### config.mk
export PLATFORM = sky130hd
export DESIGN_NAME = spi_xfer_engine
export DESIGN_NICKNAME = d
export VERILOG_FILES = /design/src/rtl/spi_xfer_pkg.sv /design/src/rtl/spi_xfer_fifo.sv /design/src/rtl/spi_xfer_dp.sv /design/src/rtl/spi_xfer_ctrl.sv /design/src/rtl/spi_xfer_engine.sv
export SDC_FILE = /design/constraint.sdc
export NUM_CORES = 1
export LEC_CHECK = 0
export CAP_MARGIN = 20
export CORE_ASPECT_RATIO = 2
export CORE_MARGIN = 2
export CORE_UTILIZATION = 25
export CTS_CLUSTER_DIAMETER = 30
export DETAILED_ROUTE_END_ITERATION = 10
export PLACE_DENSITY = 0.38
export SYNTH_ARGS = -nofsm -noshare
export SYNTH_HDL_FRONTEND = slang
export SYNTH_SLANG_ARGS = --single-unit
### constraint.sdc
create_clock -name clk -period 3.3 [get_ports clk]
set_clock_uncertainty 0.15 [all_clocks]
set_input_delay 0.495 -clock clk [delete_from_list [all_inputs] [get_ports clk]]
set_output_delay 0.495 -clock clk [all_outputs]
set_load 0.01 [all_outputs]
### src/rtl/spi_xfer_pkg.sv
`timescale 1ns/1ps
package spi_xfer_pkg;
  localparam int DATA_W = 8;
  localparam int CNT_W  = 9;
  localparam int DIV_W  = 8;
  localparam int MODE_W = 4;
  localparam int BIT_W  = $clog2(DATA_W);

  localparam logic [MODE_W-1:0] MODE_WO = 4'd1;
  localparam logic [MODE_W-1:0] MODE_RO = 4'd2;
  localparam logic [MODE_W-1:0] MODE_WR = 4'd3;

  localparam logic [6:0] A_FMT  = 7'h10;
  localparam logic [6:0] A_TCTL = 7'h20;
  localparam logic [6:0] A_CMD  = 7'h24;
  localparam logic [6:0] A_DATA = 7'h2C;
  localparam logic [6:0] A_CTL  = 7'h30;
  localparam logic [6:0] A_STAT = 7'h34;
  localparam logic [6:0] A_TIM  = 7'h40;

  typedef struct packed {
    logic [MODE_W-1:0] mode;
    logic [CNT_W-1:0]  wcnt;
    logic [CNT_W-1:0]  rcnt;
    logic [DIV_W-1:0]  div;
    logic [BIT_W-1:0]  bitsM1;
  } cfg_t;

  typedef struct packed {
    logic ldByte;
    logic ldTx;
    logic sample;
    logic shift;
    logic rxPush;
  } strb_t;
endpackage

### src/rtl/spi_xfer_fifo.sv
`timescale 1ns/1ps
module spi_xfer_fifo #(
  parameter int W     = 8,
  parameter int DEPTH = 16
) (
  input  logic                         clk,
  input  logic                         rstN,
  input  logic                         clr,
  input  logic                         push,
  input  logic [W-1:0]                 din,
  input  logic                         pop,
  output logic [W-1:0]                 dout,
  output logic [$clog2(DEPTH+1)-1:0]   count,
  output logic                         full,
  output logic                         empty
);
  localparam int CW = $clog2(DEPTH+1);
  localparam int PW = (DEPTH > 1) ? $clog2(DEPTH) : 1;

  logic [W-1:0]  mem [DEPTH];
  logic [PW-1:0] rdPtr, wrPtr;
  logic          doPush, doPop;

  assign full   = (count == CW'(DEPTH));
  assign empty  = (count == '0);
  assign doPush = push && !full;
  assign doPop  = pop && !empty;
  assign dout   = mem[rdPtr];

  function automatic logic [PW-1:0] nextPtr(input logic [PW-1:0] p);
    return (p == PW'(DEPTH-1)) ? '0 : p + 1'b1;
  endfunction

  always_ff @(posedge clk) begin
    if (doPush) mem[wrPtr] <= din;
  end

  always_ff @(posedge clk) begin
    if (!rstN || clr) begin
      rdPtr <= '0;
      wrPtr <= '0;
      count <= '0;
    end else begin
      if (doPush) wrPtr <= nextPtr(wrPtr);
      if (doPop)  rdPtr <= nextPtr(rdPtr);
      count <= count + CW'(doPush) - CW'(doPop);
    end
  end


  push_full_chk: assert property (@(posedge clk) disable iff (!rstN)
    (push && full && !pop && !clr) |=> (count == $past(count)));
endmodule

### src/rtl/spi_xfer_dp.sv
`timescale 1ns/1ps
module spi_xfer_dp
  import spi_xfer_pkg::*;
#(
  parameter int          FIFO_DEPTH = 16,
  parameter logic [7:0]  DIV_RST    = 8'd3
) (
  input  logic        clk,
  input  logic        rstN,
  input  logic        regWr,
  input  logic        regRd,
  input  logic [6:0]  regAddr,
  input  logic [31:0] regWdata,
  output logic [31:0] regRdata,
  input  logic        misoI,
  output logic        mosiO,
  input  strb_t       strb,
  input  logic        busy,
  output cfg_t        cfg,
  output logic        start,
  output logic        ctlRst,
  output logic        txEmpty,
  output logic        rxFull
);
  localparam int CW = $clog2(FIFO_DEPTH+1);

  logic [4:0]        fmtLen;
  logic [MODE_W-1:0] mode;
  logic [CNT_W-1:0]  wcnt, rcnt;
  logic [DIV_W-1:0]  div;
  logic [2:0]        rstPend;
  logic [BIT_W-1:0]  bitsM1;
  logic              wrFmt, wrTctl, wrCtl, wrTim, txPush, rxPop;
  logic [DATA_W-1:0] txHead, rxHead, txSh, rxSh;
  logic [CW-1:0]     txCnt, rxCnt;
  logic              txFull, rxEmpty;
  logic [31:0]       stat;
  logic              unusedBits;

  assign wrFmt  = regWr && (regAddr == A_FMT);
  assign wrTctl = regWr && (regAddr == A_TCTL);
  assign wrCtl  = regWr && (regAddr == A_CTL);
  assign wrTim  = regWr && (regAddr == A_TIM);
  assign start  = regWr && (regAddr == A_CMD);
  assign txPush = regWr && (regAddr == A_DATA);
  assign rxPop  = regRd && (regAddr == A_DATA);
  assign ctlRst = rstPend[0];
  assign unusedBits = ^{regWdata, txCnt};

  always_ff @(posedge clk) begin
    if (!rstN) begin
      fmtLen  <= 5'd7;
      mode    <= '0;
      wcnt    <= '0;
      rcnt    <= '0;
      div     <= DIV_RST;
      rstPend <= '0;
    end else begin
      rstPend <= wrCtl ? regWdata[2:0] : 3'b000;
      if (wrFmt) fmtLen <= regWdata[12:8];
      if (wrTctl) begin
        mode <= regWdata[27:24];
        wcnt <= regWdata[20:12];
        rcnt <= regWdata[8:0];
      end
      if (wrTim) div <= regWdata[7:0];
    end
  end

  assign bitsM1 = (fmtLen > 5'(DATA_W-1)) ? BIT_W'(DATA_W-1) : fmtLen[BIT_W-1:0];

  always_comb begin
    cfg.mode   = mode;
    cfg.wcnt   = wcnt;
    cfg.rcnt   = rcnt;
    cfg.div    = div;
    cfg.bitsM1 = bitsM1;
  end

  spi_xfer_fifo #(.W(DATA_W), .DEPTH(FIFO_DEPTH)) uTxFifo (
    .clk(clk), .rstN(rstN), .clr(rstPend[2]), .push(txPush), .din(regWdata[DATA_W-1:0]),
    .pop(strb.ldByte && strb.ldTx), .dout(txHead), .count(txCnt), .full(txFull), .empty(txEmpty));

  spi_xfer_fifo #(.W(DATA_W), .DEPTH(FIFO_DEPTH)) uRxFifo (
    .clk(clk), .rstN(rstN), .clr(rstPend[1]), .push(strb.rxPush), .din(rxSh),
    .pop(rxPop), .dout(rxHead), .count(rxCnt), .full(rxFull), .empty(rxEmpty));

  always_ff @(posedge clk) begin
    if (!rstN) begin
      txSh <= '0;
      rxSh <= '0;
    end else begin
      if (strb.ldByte)
        txSh <= strb.ldTx ? (txHead << (BIT_W'(DATA_W-1) - bitsM1)) : '0;
      else if (strb.shift)
        txSh <= txSh << 1;
      if (strb.ldByte)
        rxSh <= '0;
      else if (strb.sample)
        rxSh <= {rxSh[DATA_W-2:0], misoI};
    end
  end

  assign mosiO = txSh[DATA_W-1];

  always_comb begin
    stat       = '0;
    stat[0]    = busy;
    stat[12:8] = 5'(rxCnt);
    stat[22]   = txEmpty;
    stat[23]   = txFull;
  end

  always_comb begin
    regRdata = '0;
    case (regAddr)
      A_FMT:  regRdata[12:8] = fmtLen;
      A_TCTL: regRdata = {4'b0, mode, 3'b0, wcnt, 3'b0, rcnt};
      A_DATA: regRdata[DATA_W-1:0] = rxEmpty ? '0 : rxHead;
      A_CTL:  regRdata[2:0] = rstPend;
      A_STAT: regRdata = stat;
      A_TIM:  regRdata[DIV_W-1:0] = div;
      default: regRdata = '0;
    endcase
  end


  selfclear_chk: assert property (@(posedge clk) disable iff (!rstN)
    (rstPend != 3'b000 && !wrCtl) |=> (rstPend == 3'b000));
endmodule

### src/rtl/spi_xfer_ctrl.sv
`timescale 1ns/1ps
module spi_xfer_ctrl
  import spi_xfer_pkg::*;
(
  input  logic  clk,
  input  logic  rstN,
  input  cfg_t  cfg,
  input  logic  start,
  input  logic  ctlRst,
  input  logic  txEmpty,
  input  logic  rxFull,
  output strb_t strb,
  output logic  busy,
  output logic  sclkO,
  output logic  csNO
);
  typedef enum logic [2:0] {S_IDLE, S_LEAD, S_LOAD, S_LOW, S_HIGH, S_TRAIL} state_t;

  state_t           state;
  logic [DIV_W-1:0] halfCnt;
  logic [BIT_W-1:0] bitLeft;
  logic [CNT_W-1:0] bytesLeft;
  logic             phaseWr, wrThenRd, sclk;
  logic             halfDone, modeOk, stall;

  assign halfDone = (halfCnt == cfg.div);
  assign modeOk   = (cfg.mode == MODE_WO) || (cfg.mode == MODE_RO) || (cfg.mode == MODE_WR);
  assign stall    = phaseWr ? txEmpty : rxFull;
  assign busy     = (state != S_IDLE);
  assign csNO     = (state == S_IDLE);
  assign sclkO    = sclk;

  always_comb begin
    strb = '0;
    case (state)
      S_LOAD: if (!stall) begin
        strb.ldByte = 1'b1;
        strb.ldTx   = phaseWr;
      end
      S_LOW:  strb.sample = halfDone;
      S_HIGH: if (halfDone) begin
        if (bitLeft != '0) strb.shift = 1'b1;
        else               strb.rxPush = !phaseWr;
      end
      default: ;
    endcase
  end

  always_ff @(posedge clk) begin
    if (!rstN || ctlRst) begin
      state     <= S_IDLE;
      halfCnt   <= '0;
      bitLeft   <= '0;
      bytesLeft <= '0;
      phaseWr   <= 1'b0;
      wrThenRd  <= 1'b0;
      sclk      <= 1'b0;
    end else begin
      if (state == S_IDLE || state == S_LOAD || halfDone) halfCnt <= '0;
      else                                                 halfCnt <= halfCnt + 1'b1;
      case (state)
        S_IDLE: if (start && modeOk) begin
          phaseWr   <= (cfg.mode != MODE_RO);
          wrThenRd  <= (cfg.mode == MODE_WR);
          bytesLeft <= (cfg.mode == MODE_RO) ? cfg.rcnt : cfg.wcnt;
          state     <= S_LEAD;
        end
        S_LEAD: if (halfDone) state <= S_LOAD;
        S_LOAD: if (!stall) begin
          bitLeft <= cfg.bitsM1;
          state   <= S_LOW;
        end
        S_LOW: if (halfDone) begin
          sclk  <= 1'b1;
          state <= S_HIGH;
        end
        S_HIGH: if (halfDone) begin
          sclk <= 1'b0;
          if (bitLeft != '0) begin
            bitLeft <= bitLeft - 1'b1;
            state   <= S_LOW;
          end else if (bytesLeft != '0) begin
            bytesLeft <= bytesLeft - 1'b1;
            state     <= S_LOAD;
          end else if (phaseWr && wrThenRd) begin
            phaseWr   <= 1'b0;
            bytesLeft <= cfg.rcnt;
            state     <= S_LOAD;
          end else begin
            state <= S_TRAIL;
          end
        end
        S_TRAIL: if (halfDone) state <= S_IDLE;
        default: state <= S_IDLE;
      endcase
    end
  end


  sclk_cs_chk: assert property (@(posedge clk) disable iff (!rstN)
    sclkO |-> !csNO);


  sclk_edge_chk: assert property (@(posedge clk) disable iff (!rstN)
    !$stable(sclkO) |-> ($past(halfDone) || $past(ctlRst)));


  stall_hold_chk: assert property (@(posedge clk) disable iff (!rstN)
    (state == S_LOAD && stall && !ctlRst) |=> (!sclkO && !csNO && $stable(bytesLeft)));
endmodule

### src/rtl/spi_xfer_engine.sv
`timescale 1ns/1ps
module spi_xfer_engine
  import spi_xfer_pkg::*;
#(
  parameter int         FIFO_DEPTH = 16,
  parameter logic [7:0] DIV_RST    = 8'd3
) (
  input  logic        clk,
  input  logic        rstN,
  input  logic        regWr,
  input  logic        regRd,
  input  logic [6:0]  regAddr,
  input  logic [31:0] regWdata,
  output logic [31:0] regRdata,
  output logic        sclkO,
  output logic        csNO,
  output logic        mosiO,
  input  logic        misoI
);
  cfg_t  cfg;
  strb_t strb;
  logic  start, ctlRst, txEmpty, rxFull, busy;

  spi_xfer_dp #(.FIFO_DEPTH(FIFO_DEPTH), .DIV_RST(DIV_RST)) uDp (
    .clk(clk), .rstN(rstN), .regWr(regWr), .regRd(regRd), .regAddr(regAddr),
    .regWdata(regWdata), .regRdata(regRdata), .misoI(misoI), .mosiO(mosiO),
    .strb(strb), .busy(busy), .cfg(cfg), .start(start), .ctlRst(ctlRst),
    .txEmpty(txEmpty), .rxFull(rxFull));

  spi_xfer_ctrl uCtrl (
    .clk(clk), .rstN(rstN), .cfg(cfg), .start(start), .ctlRst(ctlRst),
    .txEmpty(txEmpty), .rxFull(rxFull), .strb(strb), .busy(busy),
    .sclkO(sclkO), .csNO(csNO));
endmodule

==> out/results.ini <==
[die]
dieArea_um2 = 66200
io_pins = 79
die_x_um = 183
start_util_pct = 25.2
rows = 131
coreArea_um2 = 63600
die_h_um = 362

[final_layout]
drive_gt1_share_pct = 24.1
fin_nets = 1494
fill_cells = 6336
antenna_cells = 0
area_growth_pct = 32.7
final_common_cell = edfxtp_1
final_core_util_pct = 33.4
mostFrequentLayoutCells = edfxtp_1, nand2_1, dfxtp_1
multiInputGateArea_um2 = 5750
regArea_um2 = 9970

[setup_path]
crit_top_cell = buf_12
arrival_ns = 2.69
cp_slowest_cell = mux4_2
crit_required_ns = 2.65
crit_chain = buf_12, buf_8, buf_12, mux4_2, mux2i_1, buf_4, a211oi_2, a221o_1, buf_2
worstSetupStartpointType = flip-flop
path_class = reg2out
worstSetupEndpointType = output port
max_stage_delay_ns = 0.50
critPathMaxFanout = 8

[global_route]
grt_pass1_vias = 11500
gr-total-overflow = 0
grt_max_degree = 30
antenna_found_initial = 2
grt_use_total_pct = 15.4
grt_pass1_wl_um = 73600

[yosys]
netlist_area_um2 = 16000
synth_edf_count = 256
synth.avg_cell_area_um2 = 13.2
ys_ff_latch = 370
synthArstFlopShare_pct = 0
synth-seq-area-share_pct = 62.3
synthCells = 1211
ys_warn_count = 0
synth_ff_type = edfxtp_1
synth_cell_types = 71

[clocking]
cts_tree = yes
clock_sinks = 370
clock_latency_ns = 0.60
htreeDepth = 3
cts_max_path_buffers = 3
cts.clk_slew.worst_paths_ns = 0.05
root_buffer = clkbuf_16
cts_buffers = 70

[placement]
pre_cts_slack_ns = -0.356
gp_congestion = 0.760
dp_hpwl_um = 37000
io_buffer_count = 66

[route]
wl_um = 50400
antenna_left = 0
drc = 0
vias_per_cell = 4.66
drt_first_iter_violations = 576
wl_per_cell_um = 22.1
via_count = 10600
drtPass1Iterations = 5

[run_status]
violations = setup timing
outcome = complete, but fails checks

[timing]
hold_viol_final = 0
period_minus_slack_ns = 3.33
fmax_ghz = 0.300
setup_viol = 4
fin_ws_ns = -0.0303
final.period_utilization_pct = 101
worst_pin_slew_ns = 1.10
slew_violations = 0
slew_headroom_pct = 26.5
rsz0062_at_grt = true

[power_and_ir_drop]
ir_worst_vdd_uv = 335
p_leak_uw = 0.00709
power_density_nw_per_um2 = 589

[min_path]
hp-class = in2reg

[run]
max_cap_viol_count = 0

==> cell families (layout without fill, tap and decap cells) <==
family                   after synthesis  in the layout  share of synthesized area [%]
AND/OR/NAND/NOR                      379            379                           11.4
flip-flops                           370            370                           62.3
AO/OA/AOI/OAI                        210            210                           8.94
multiplexers                          99             99                           11.0
buffers and inverters                 99            364                           2.70
adder cells (fa/ha/maj)               28             28                           2.28
XOR/XNOR                              25             25                           1.37
other                                  1              5                         0.0234
==> worst max-delay path, delay by kind of cell, from the launching register on <==
kind	cells	cell delay (ns)
DFF	1	0.38
muxes	2	0.65
buffers and inverters	5	0.67
AOI/OAI and AO/OA	2	0.39
==> path summary, 6_finish.rpt <==
check / startpoint / to / slack [ns] / cells past startpoint
max reg2reg: uDp.uRxFifo.count[2] / uDp.uRxFifo.count[4] / 0.27 / 14
max: flip-flop / regRdata[7] / -0.03 / 9
min: rstN / uDp.fmtLen[1] / 0.18 / 2
min reg2reg: uDp.txSh[0] / uDp.txSh[1] / 0.32 / 2
==> routing by layer <==
layer | vias up | GRT usage (%) | routed length [um]
li1 | 5009 | - | -
met1 | 5243 | 14.4 | 17100
met2 | 244 | 31.3 | 29200
met3 | 106 | 2.71 | 1970
met4 | 4 | 7.53 | 2160
met5 | - | 0 | 23
==> synth_stat cells (all sizes together) (3+ instances only) <==
cell	instances	area [um2]
nand2	130	488
a31oi	6	37.5
a21boi	30	225
nand4	7	43.8
mux2	10	113
a21o	3	22.5
buf	23	148
and2	47	294
mux2i	30	300
clkbuf	44	165
nor2b	13	81.3
a221oi	10	93.8
xnor2	15	131
dfxtp	114	2280
and4	3	26.3
nand3	33	165
inv	32	120
mux4	59	1350
nor4	5	31.3
nand2b	8	50.1
xor2	10	87.6
o21ai	32	160
and3	12	75.1
nor2	78	293
or3	11	68.8
o31ai	3	22.5
nor3	18	90.1
ha	26	325
o211ai	9	67.6
a222oi	7	70.1
a22o	3	26.3
edfxtp	256	7690
a211oi	16	120
a22oi	8	65.1
a21oi	58	290
nor3b	5	37.5
a221o	5	50.1
==> per-stage QoR <==
stage | power [uW] | cells | hold slack, ns | instance area (um2) | setup TNS [ns]
6_report | 12500 | 2278 | 0.178 | 21200 | -0.0783
3_3_place_gp | 5320 | 2128 | 0.317 | 18500 | -4.69
5_1_grt | 12900 | 2278 | 0.176 | 21200 | -0.643
4_1_cts | 12700 | 2277 | 0.140 | 21200 | -0.275
3_5_place_dp | 5320 | 2128 | 0.318 | 18500 | -7.95
2_1_floorplan | 5160 | 1215 | 0.299 | 16000 | 0
==> registers in the layout, summed over array words and instances, names as in the netlist, named ones only <==
| register | count |
|---|---|
| uCtrl.bitLeft | 3 |
| uCtrl.bytesLeft | 9 |
| uCtrl.halfCnt | 8 |
| uCtrl.phaseWr | 1 |
| uCtrl.sclkO | 1 |
| uCtrl.state | 3 |
| uCtrl.wrThenRd | 1 |
| uDp.div | 8 |
| uDp.fmtLen | 5 |
| uDp.mode | 4 |
| uDp.rcnt | 9 |
| uDp.rstPend | 3 |
| uDp.rxSh | 8 |
| uDp.txSh | 8 |
| uDp.uRxFifo.count | 5 |
| uDp.uRxFifo.mem | 128 |
| uDp.uRxFifo.rdPtr | 4 |
| uDp.uRxFifo.wrPtr | 4 |
| uDp.uTxFifo.count | 5 |
| uDp.uTxFifo.mem | 128 |
| uDp.uTxFifo.rdPtr | 4 |
| uDp.uTxFifo.wrPtr | 4 |
| uDp.wcnt | 9 |
==> where the power goes <==
| part | internal (uW) | total, uW | switching (uW) |
|---|---|---|---|
| clock | 4700 | 7290 | 2600 |
| combinational | 107 | 269 | 162 |
| sequential | 4950 | 4960 | 10.4 |
| total | 9750 | 12500 | 2770 |
==> area by class of cell <==
class | instances | area share, %
clock buffer | 79 | 8.60
clock inverter | 51 | 2.79
inverter | 32 | 0.565
multi-input combinational | 746 | 27.0
sequential | 370 | 46.9
tap | 798 | 4.70
timing repair buffer | 202 | 9.35
==> repair_timing <==
item / CTS / global route
pin swaps: 9 / 6
buffers inserted: 18 / 1
gates resized for setup: 68 / 7
endpoints found under the setup margin: 25 / 10
hold buffers: 0 / 0
cloned: 1 / 0
Note: power is estimated with default switching activity, not from simulation.
